**src/rtl/msi_dec_pkg.sv**
```systemverilog
package msi_dec_pkg;
    typedef enum logic [1:0] {
        ST_IDLE  = 2'd0,
        ST_CHECK = 2'd1,
        ST_FETCH = 2'd2
    } msi_st_e;
endpackage

```
**src/rtl/msi_cfg_regs.sv**
```systemverilog
module msi_cfg_regs #(
    parameter int CNT_IN_W = 16,
    parameter int CNT_W    = 12,
    parameter int MAX_SRC  = 2048,
    parameter int BASE_W   = 20
) (
    input  logic                clk,
    input  logic                rst_n,
    input  logic                cfg_wr,
    input  logic [BASE_W-1:0]   cfg_base,
    input  logic [CNT_IN_W-1:0] cfg_count,
    output logic [BASE_W-1:0]   base_q,
    output logic [CNT_W-1:0]    cnt_q
);
    localparam logic [CNT_IN_W-1:0] LIMIT = CNT_IN_W'(MAX_SRC);

    logic [CNT_W-1:0] cnt_clamped;

    always_comb begin
        if (cfg_count > LIMIT) cnt_clamped = CNT_W'(MAX_SRC);
        else                   cnt_clamped = CNT_W'(cfg_count);
    end

    always_ff @(posedge clk or negedge rst_n) begin
        if (!rst_n) begin
            base_q <= '0;
            cnt_q  <= '0;
        end else if (cfg_wr) begin
            base_q <= cfg_base;
            cnt_q  <= cnt_clamped;
        end
    end
endmodule

```
**src/rtl/msi_src_derive.sv**
```systemverilog
module msi_src_derive #(
    parameter int ADDR_W = 32,
    parameter int SRC_W  = 16,
    parameter int LOW_W  = 5
) (
    input  logic [ADDR_W-1:0] addr,
    input  logic [15:0]       data,
    output logic [SRC_W-1:0]  src
);
    localparam int SHIFT = 4;
    always_comb src = addr[SHIFT +: SRC_W] | SRC_W'(data[LOW_W-1:0]);
endmodule

```
**src/rtl/msi_bounds.sv**
```systemverilog
module msi_bounds #(
    parameter int SRC_W = 16,
    parameter int CNT_W = 12
) (
    input  logic [SRC_W-1:0] src,
    input  logic [CNT_W-1:0] cnt,
    output logic             in_range
);
    localparam int CMP_W = (SRC_W > CNT_W) ? SRC_W : CNT_W;
    always_comb in_range = CMP_W'(src) < CMP_W'(cnt);
endmodule

```
**src/rtl/msi_decoder.sv**
```systemverilog
module msi_decoder
    import msi_dec_pkg::*;
#(
    parameter int ADDR_W   = 32,
    parameter int SRC_W    = 16,
    parameter int PE_W     = 8,
    parameter int BASE_W   = 20,
    parameter int CNT_IN_W = 16,
    parameter int MAX_SRC  = 2048
) (
    input  logic                clk,
    input  logic                rst_n,
    input  logic                cfg_wr,
    input  logic [BASE_W-1:0]   cfg_base,
    input  logic [CNT_IN_W-1:0] cfg_count,
    input  logic                msg_valid,
    output logic                msg_ready,
    input  logic [ADDR_W-1:0]   msg_addr,
    input  logic [15:0]         msg_data,
    input  logic                msg_pe_vld,
    input  logic [PE_W-1:0]     msg_pe,
    input  logic                ffi_wr,
    output logic                ffi_ready,
    input  logic [ADDR_W-1:0]   ffi_val,
    output logic                ffi_lock,
    output logic                ent_req,
    output logic [SRC_W-1:0]    ent_idx,
    input  logic                ent_ack,
    input  logic [PE_W-1:0]     ent_pe,
    output logic                trig_valid,
    output logic [SRC_W-1:0]    trig_src,
    output logic [BASE_W-1:0]   trig_num,
    output logic                err_oob,
    output logic                err_pe
);
    localparam int CNT_W = $clog2(MAX_SRC + 1);

    msi_st_e            st_q, st_d;
    logic [BASE_W-1:0]  base_q;
    logic [CNT_W-1:0]   cnt_q;
    logic [SRC_W-1:0]   src_in, src_q;
    logic [PE_W-1:0]    pe_q;
    logic               pe_vld_q, ffi_q, lock_q;
    logic               in_range, take_ffi, take_msg, accept, done;
    logic [ADDR_W-1:0]  sel_addr;
    logic [15:0]        sel_data;

    msi_cfg_regs #(
        .CNT_IN_W(CNT_IN_W), .CNT_W(CNT_W), .MAX_SRC(MAX_SRC), .BASE_W(BASE_W)
    ) u_cfg (
        .clk(clk), .rst_n(rst_n), .cfg_wr(cfg_wr), .cfg_base(cfg_base),
        .cfg_count(cfg_count), .base_q(base_q), .cnt_q(cnt_q)
    );

    // A fixed-function write wins the input mux and is taken with data 0.
    always_comb begin
        take_ffi = (st_q == ST_IDLE) && ffi_wr;
        take_msg = (st_q == ST_IDLE) && !ffi_wr && msg_valid;
        accept   = take_ffi || take_msg;
        sel_addr = take_ffi ? ffi_val : msg_addr;
        sel_data = take_ffi ? 16'h0000 : msg_data;
    end

    msi_src_derive #(.ADDR_W(ADDR_W), .SRC_W(SRC_W)) u_derive (
        .addr(sel_addr), .data(sel_data), .src(src_in)
    );

    msi_bounds #(.SRC_W(SRC_W), .CNT_W(CNT_W)) u_bounds (
        .src(src_q), .cnt(cnt_q), .in_range(in_range)
    );

    // Next-state logic.
    always_comb begin
        st_d = st_q;
        unique case (st_q)
            ST_IDLE:  if (accept) st_d = ST_CHECK;
            ST_CHECK: st_d = (in_range && pe_vld_q) ? ST_FETCH : ST_IDLE;
            ST_FETCH: if (ent_ack) st_d = ST_IDLE;
            default:  st_d = ST_IDLE;
        endcase
    end

    // State register and the request captured on acceptance.
    always_ff @(posedge clk or negedge rst_n) begin
        if (!rst_n) begin
            st_q     <= ST_IDLE;
            src_q    <= '0;
            pe_q     <= '0;
            pe_vld_q <= 1'b0;
            ffi_q    <= 1'b0;
            lock_q   <= 1'b0;
        end else begin
            st_q <= st_d;
            if (accept) begin
                src_q    <= src_in;
                pe_q     <= msg_pe;
                pe_vld_q <= take_msg && msg_pe_vld;
                ffi_q    <= take_ffi;
            end
            if (take_ffi)            lock_q <= 1'b1;
            else if (done && ffi_q)  lock_q <= 1'b0;
        end
    end

    // Outputs.
    always_comb begin
        msg_ready  = (st_q == ST_IDLE) && !ffi_wr;
        ffi_ready  = (st_q == ST_IDLE);
        ent_req    = 1'b0;
        trig_valid = 1'b0;
        err_oob    = 1'b0;
        err_pe     = 1'b0;
        done       = 1'b0;
        unique case (st_q)
            ST_IDLE: ;
            ST_CHECK: begin
                err_oob    = !in_range;
                trig_valid = in_range && !pe_vld_q;
                done       = !in_range || !pe_vld_q;
            end
            ST_FETCH: begin
                ent_req    = 1'b1;
                trig_valid = ent_ack && (ent_pe == pe_q);
                err_pe     = ent_ack && (ent_pe != pe_q);
                done       = ent_ack;
            end
            default: ;
        endcase
        ent_idx  = src_q;
        trig_src = src_q;
        trig_num = base_q + BASE_W'(src_q);
        ffi_lock = lock_q;
    end
endmodule

```
**config.mk**
```make
export PLATFORM = sky130hd
export DESIGN_NAME = msi_decoder
export DESIGN_NICKNAME = d
export VERILOG_FILES = /design/src/rtl/msi_dec_pkg.sv /design/src/rtl/msi_cfg_regs.sv /design/src/rtl/msi_src_derive.sv /design/src/rtl/msi_bounds.sv /design/src/rtl/msi_decoder.sv
export SDC_FILE = /design/constraint.sdc
export NUM_CORES = 1
export LEC_CHECK = 0
export ABC_AREA = 1
export CORE_ASPECT_RATIO = 1.25
export CORE_UTILIZATION = 60
export CTS_CLUSTER_DIAMETER = 40
export DETAILED_ROUTE_END_ITERATION = 12
export DONT_BUFFER_PORTS = 1
export PLACE_DENSITY = 0.76
export SYNTH_ARGS = -nofsm -noshare
export SYNTH_HDL_FRONTEND = slang
export SYNTH_SLANG_ARGS = --single-unit
```
**constraint.sdc**
```tcl
create_clock -name clk -period 2.64 [get_ports clk]
set_clock_uncertainty 0.05 [all_clocks]
set_input_delay 0.528 -clock clk [delete_from_list [all_inputs] [get_ports clk]]
set_output_delay 0.528 -clock clk [all_outputs]
set_load 0.01 [all_outputs]
```
==> flow_summary.yaml, run 1 <==
die:
  dieArea_mm2: 0.00719
  die_h_um: 94.5
  core-area_mm2: 0.00661
  rows: 33
  io_pins: 198
  initial_core_util: 0.622
  die_w_um: 76.0
synth:
  synth_top_flop_cell: "dfrtp_1"
  synthAdderAreaFrac: 0.0962
  syn_inst: 526
  ys_ff_latch: 61
  synth_top_family_by_area: "simple AND/OR/NAND/NOR gates"
  synth_area_leaders: "dfrtp_1 37%, nand2_1 14%, ha_1 9.1%, inv_1 4.0%, o21ai_0 3.9%"
  yosysTopAreaCell: "dfrtp_1"
  yosys_warnings: 0
  synth_area_mm2: 0.00411
  synth_edf_count: 0
  synth_xor_area_frac: 0.0527
  synth.avg_cell_area_um2: 7.81
  yosysTopAreaCellShare: 0.371
  synth_compound_area_frac: 0.134
  synth_simple_gate_area_frac: 0.254
  synthDistinctLibCells: 41
  yosysSeqAreaShare: 0.371
  yosys-mux-area-fraction: 0
  synth_nets: 696
  synthArstFlopShare: 1.00
worst_setup_path:
  critPathCaptureType: "output port"
  cp_data_arrival_time_ns: 2.15
  startpoint_type: "flop"
  r2r_cells: 7
  endpoint: "trig_num[18]"
  r2r-end: "ent_idx[8]"
  path_max_fanout: 5
  crit_type: "reg2out"
  r2r_slack_ns: 0.66
  required_ns: 2.06
  critPathLaunch: "ent_idx[11]"
  worstReg2RegStart: "st_q[1]"
cts:
  clock-sinks: 61
  htreeDepth: 3
  cts_buffers: 9
  cts_root_buffer: "clkbuf_8"
  clockBufferDepth: 2
  cts_tree: "yes"
  clk_pin_slew_worst_paths_ns: 0.07
  clk_latency_ns: 0.33
layout:
  post-route-cell-area_mm2: 0.00493
  layout_common_cells: "152 x nand2_1, 54 x dfrtp_1, 41 x inv_1, 32 x o21ai_0, 29 x nor2_1"
  final_util: 0.747
  fin_nets: 707
  drive_gt1_frac: 0.244
  final_common_cell: "nand2_1"
  areaGrowthSynthToFinish_pct: 20.1
  antenna_cells: 0
global_route:
  grt_max_degree: 62
  grt_pass1_wl_mm: 15.9
  antenna_found_initial: 0
  grt_use_total: 0.285
  grt_overflow: 0
  grt_pass1_vias: 3397
route:
  drc: 0
  first_pass_iters: 4
  routed_wl_mm: 10.5
  initialDrtViolationCount: 130
  ant_nets: 0
  wl_per_cell_um: 16.6
  via_per_inst: 5.65
  vias: 3556
timing:
  slew-limit-headroom: 0.663
  worst_pin_slew_ns: 0.501
  final-setup-viol-count: 9
  final_max_slew_viol_count: 0
  setup_ws_ns: -0.0891
  hold_viol_final: 0
  layout_min_cycle_time_ns: 2.73
  rsz0062_at_grt: "yes"
  timing.fmax_mhz: 366
  fin_crit_sh: 1.03
pwr:
  peakVddDrop_mv: 0.670
  power_mw: 5.79
  p_leak_nw: 2.30
  pwr_density_cell_mw_per_mm2: 1170
place:
  place_area_mm2: 0.00417
  place.gp.congestion: 0.867
  port_buffers: 0
  hpwl_mm: 7.50
  post-place-ws_ns: 0.103
run:
  drv_cap: 0
run_status:
  status: "finished with violations"
  violations: "negative setup slack"
worst_hold_path:
  min_path_type: "in2async"
## how the worst min path moves through the flow
stage,from,cells past startpoint,endpoint
3_5_place_dp,rst_n,0,u_cfg.base_q[19]
6_report,rst_n,1,u_cfg.base_q[19]
5_1_grt,rst_n,1,u_cfg.base_q[19]
2_1_floorplan,rst_n,0,ent_idx[0]
4_1_cts,rst_n,1,u_cfg.base_q[19]
3_3_place_gp,rst_n,0,u_cfg.base_q[19]
## kinds of logic (layout without fill, tap and decap cells)
group | count (synthesis) | count (layout)
flip-flops | 61 | 61
AND/OR/NAND/NOR | 242 | 242
buffers and inverters | 80 | 96
AO/OA/AOI/OAI | 89 | 89
adder cells (fa/ha/maj) | 31 | 31
XOR/XNOR | 23 | 23
## critical path, stage by stage, from the launching register on
cell and delay [ns]:
dfrtp_1 0.41, ha_1 0.41, a21oi_1 0.27, o21ai_0 0.23, a21oi_2 0.22, nand2_4 0.10
nand2_2 0.07, nand2_2 0.05, nand2_2 0.07
## layer usage
| metal | vias up | wire length, um | global-route usage |
|---|---|---|---|
| li1 | 1717 | - | - |
| met1 | 1672 | 4390 | 0.365 |
| met2 | 147 | 5280 | 0.483 |
| met3 | 20 | 564 | 0.0493 |
| met4 | 0 | 221 | 0.117 |
| met5 | - | 0 | 0 |
## metrics by stage
stage          std cells  TNS, ns  hold slack (ns)
2_1_floorplan        526        0            0.182
3_3_place_gp         600        0            0.183
3_5_place_dp         600        0            0.183
4_1_cts              625   -0.393          0.00950
5_1_grt              629    -1.59           0.0170
6_report             629   -0.490          0.00613
## synthesized netlist by cell type, types with 4 or more instances
cell / count
buf_2: 4
nand2_2: 5
dfrtp_1: 61
nor3_1: 4
xor2_1: 12
nand2_1: 157
ha_1: 30
nand3_2: 5
a21oi_1: 30
inv_1: 44
clkbuf_1: 9
o21ai_0: 32
nor2_1: 30
buf_4: 17
xnor2_1: 9
o31ai_1: 9
nand3_1: 29
## layout make-up
| type | count | area [um^2] |
|---|---|---|
| multi-input combinational | 385 | 2600 |
| fill | 495 | 1670 |
| sequential | 61 | 1540 |
| timing repair buffer | 33 | 283 |
| inverter | 47 | 176 |
| clock buffer | 11 | 151 |
| tap | 87 | 109 |
| clock inverter | 5 | 82.6 |
## sequential cells by signal, summed over array words and instances (netlist names)
register,cells
st_q,2
ffi_q,1
pe_q,8
ffi_lock,1
ent_idx,16
u_cfg.base_q,20
u_cfg.cnt_q,12
pe_vld_q,1
## power breakdown
part / total (mW) / switching [mW] / internal, mW
registers: 1.50 / 0.318 / 1.19
clock network: 0.941 / 0.358 / 0.583
logic: 3.35 / 1.94 / 1.41
total: 5.79 / 2.62 / 3.18
## what timing repair did
item,4_1_cts,5_1_grt
endpoints found under the hold margin,61,0
setup buffers,8,4
pin swaps,10,20
hold buffers,1,0
gates resized for setup,36,35
endpoints found under the setup margin,13,12
(Power assumes the default switching activity.)
==> run 2: changes to the inputs <==
--- a/config.mk
+++ b/config.mk
@@ -11,6 +11,7 @@
 export CTS_CLUSTER_DIAMETER = 40
 export DETAILED_ROUTE_END_ITERATION = 12
 export DONT_BUFFER_PORTS = 1
+export GPL_ROUTABILITY_DRIVEN = 0
 export PLACE_DENSITY = 0.76
 export SYNTH_ARGS = -nofsm -noshare
 export SYNTH_HDL_FRONTEND = slang
==> constraint.sdc (replaced) <==
create_clock -name clk -period 3.08 [get_ports clk]
set_clock_uncertainty 0.05 [all_clocks]
set_input_delay 0.616 -clock clk [delete_from_list [all_inputs] [get_ports clk]]
set_output_delay 0.616 -clock clk [all_outputs]
set_load 0.01 [all_outputs]
==> run 2 against run 1 <==
The flow now finishes without violations. Worst hold slack better by 0.095 ns. Clock power shrank 16%. Setup slack better by 0.22 ns. Sequential power shrank 8%. Wire length fell by 10%. Sequential cell count unchanged. Die area is the same. Total power is 27% lower. Global-route usage shrank 1.2 points. Largest power group unchanged.
==> flow_summary.yaml, run 2 (same netlist as run 1, synthesis figures left out) <==
cts:
  clock-sinks: 61
  htreeDepth: 3
  cts_root_buffer: "clkbuf_8"
  clk_pin_slew_worst_paths_ns: 0.07
  cts_tree: "yes"
  cts_buffers: 9
  clk_latency_ns: 0.34
  clockBufferDepth: 2
worst_hold_path:
  min_path_type: "in2async"
worst_setup_path:
  max_stage_delay_ns: 0.49
  crit_type: "reg2out"
  startpoint_type: "flop"
  cp_data_arrival_time_ns: 2.28
  slowest_stage: "dfrtp_2"
  path_max_fanout: 5
  cpMostUsedCell: "nand2_1"
  required_ns: 2.41
  crit_chain: "ha_1 > a21oi_1 > o21ai_0 > nand2_1 > nand4_1 > nand2_1 > nand3b_1 > xor2_1"
  critPathCaptureType: "output port"
die:
  die_h_um: 94.5
  die_w_um: 76.0
  core-area_mm2: 0.00661
  rows: 33
  dieArea_mm2: 0.00719
  initial_core_util: 0.622
  io_pins: 198
pwr:
  power_mw: 4.22
  p_leak_nw: 2.14
  peakVddDrop_mv: 0.621
  pwr_density_cell_mw_per_mm2: 966
timing:
  final_max_slew_viol_count: 0
  fin_crit_sh: 0.957
  rsz0062_at_grt: "yes"
  timing.fmax_mhz: 339
  tns_ns: 0
  hold_viol_final: 0
  hold_slack_ns: 0.102
  slew-limit-headroom: 0.605
  layout_min_cycle_time_ns: 2.95
  worst_pin_slew_ns: 0.592
  final-setup-viol-count: 0
layout:
  drive_gt1_frac: 0.130
  layout_common_cells: "157 x nand2_1, 53 x dfrtp_1, 44 x inv_1, 32 x o21ai_0"
  final_util: 0.662
  antenna_cells: 0
  areaGrowthSynthToFinish_pct: 6.33
  largest-register: "u_cfg.base_q"
  fin_nets: 682
  num-fill-cells: 583
  final_common_cell: "nand2_1"
  largest_register_ffs: 20
place:
  hpwl_mm: 7.23
  port_buffers: 0
route:
  drc: 0
  routed_wl_mm: 9.37
  ant_nets: 0
  initialDrtViolationCount: 184
  vias: 3389
  via_per_inst: 5.61
  wl_per_cell_um: 15.5
  first_pass_iters: 4
run:
  drv_cap: 0
global_route:
  antenna_found_initial: 0
  grt_pass1_wl_mm: 15.2
  grt_use_total: 0.273
  grt_overflow: 0
  grt_max_degree: 62
  grt_pass1_vias: 3238
run_status:
  status: "completed"
run 2: cell types whose count changed in the layout (fill, tap and decap cells not counted), sizes merged:
cell      previous run  this run
clkbuf              11        12
clkinvlp             3         0
buf                 33         8
clkinv               0         2
run 2: stage by stage:
stage / setup WS (ns) / cells / instance area, um^2
after floorplan: 0.493 / 526 / 4110
after global placement: 0.402 / 586 / 4060
after global routing: -0.00942 / 604 / 4370
after CTS: 0.0398 / 603 / 4320
final: 0.134 / 604 / 4370
after detailed placement: 0.380 / 586 / 4060
run 2: final timing paths:
check                                 from              end  slack (ns)  cells past startpoint
hold / removal                       rst_n  u_cfg.base_q[1]        0.10                      1
setup / recovery                ent_idx[5]     trig_num[14]        0.13                      8
min in group clk                    cfg_wr   u_cfg.cnt_q[5]        0.34                      1
hold reg to reg            u_cfg.base_q[3]  u_cfg.base_q[3]        0.43                      2
max in group asynchronous            rst_n      ent_idx[10]        2.62                      1
setup reg to reg                   st_q[0]          st_q[1]        0.92                     10
run 2: final cells by class:
type / instances / area, um^2 / share of cell area
Multi-Input combinational cell: 385 / 2240 / 0.513
Clock buffer: 12 / 155 / 0.0355
Clock inverter: 4 / 70.1 / 0.0160
Tap cell: 87 / 109 / 0.0249
Timing Repair Buffer: 8 / 80.1 / 0.0183
Inverter: 47 / 176 / 0.0404
Sequential cell: 61 / 1540 / 0.352
run 2: where the power goes:
group | switching, mW | internal (mW)
Combinational | 1.28 | 0.771
Sequential | 0.361 | 1.02
Clock | 0.297 | 0.497
run 2: critical path, delay by kind of cell (launching register included):
kind	cells	cell delay, ns
xor gates and xnor gates	1	0.24
adders and majority gates	1	0.38
AOI/OAI and AO/OA	2	0.40
and+or+nand+nor	4	0.42
DFF	1	0.49
run 2: metal layers:
layer / share of wire / wire length (um) / track usage / up-vias
met5: 0 / 0 / 0 / -
met4: 0.013 / 122 / 0.0962 / 0
met3: 0.059 / 549 / 0.0551 / 10
met2: 0.49 / 4640 / 0.487 / 117
met1: 0.43 / 4070 / 0.331 / 1591
li1: - / - / - / 1671
run 2: timing repair:
item	in CTS	in global routing
setup endpoints to repair	1	9
hold buffers	1	0
gates resized for setup	1	16
hold endpoints to repair	61	0
setup buffers	0	1
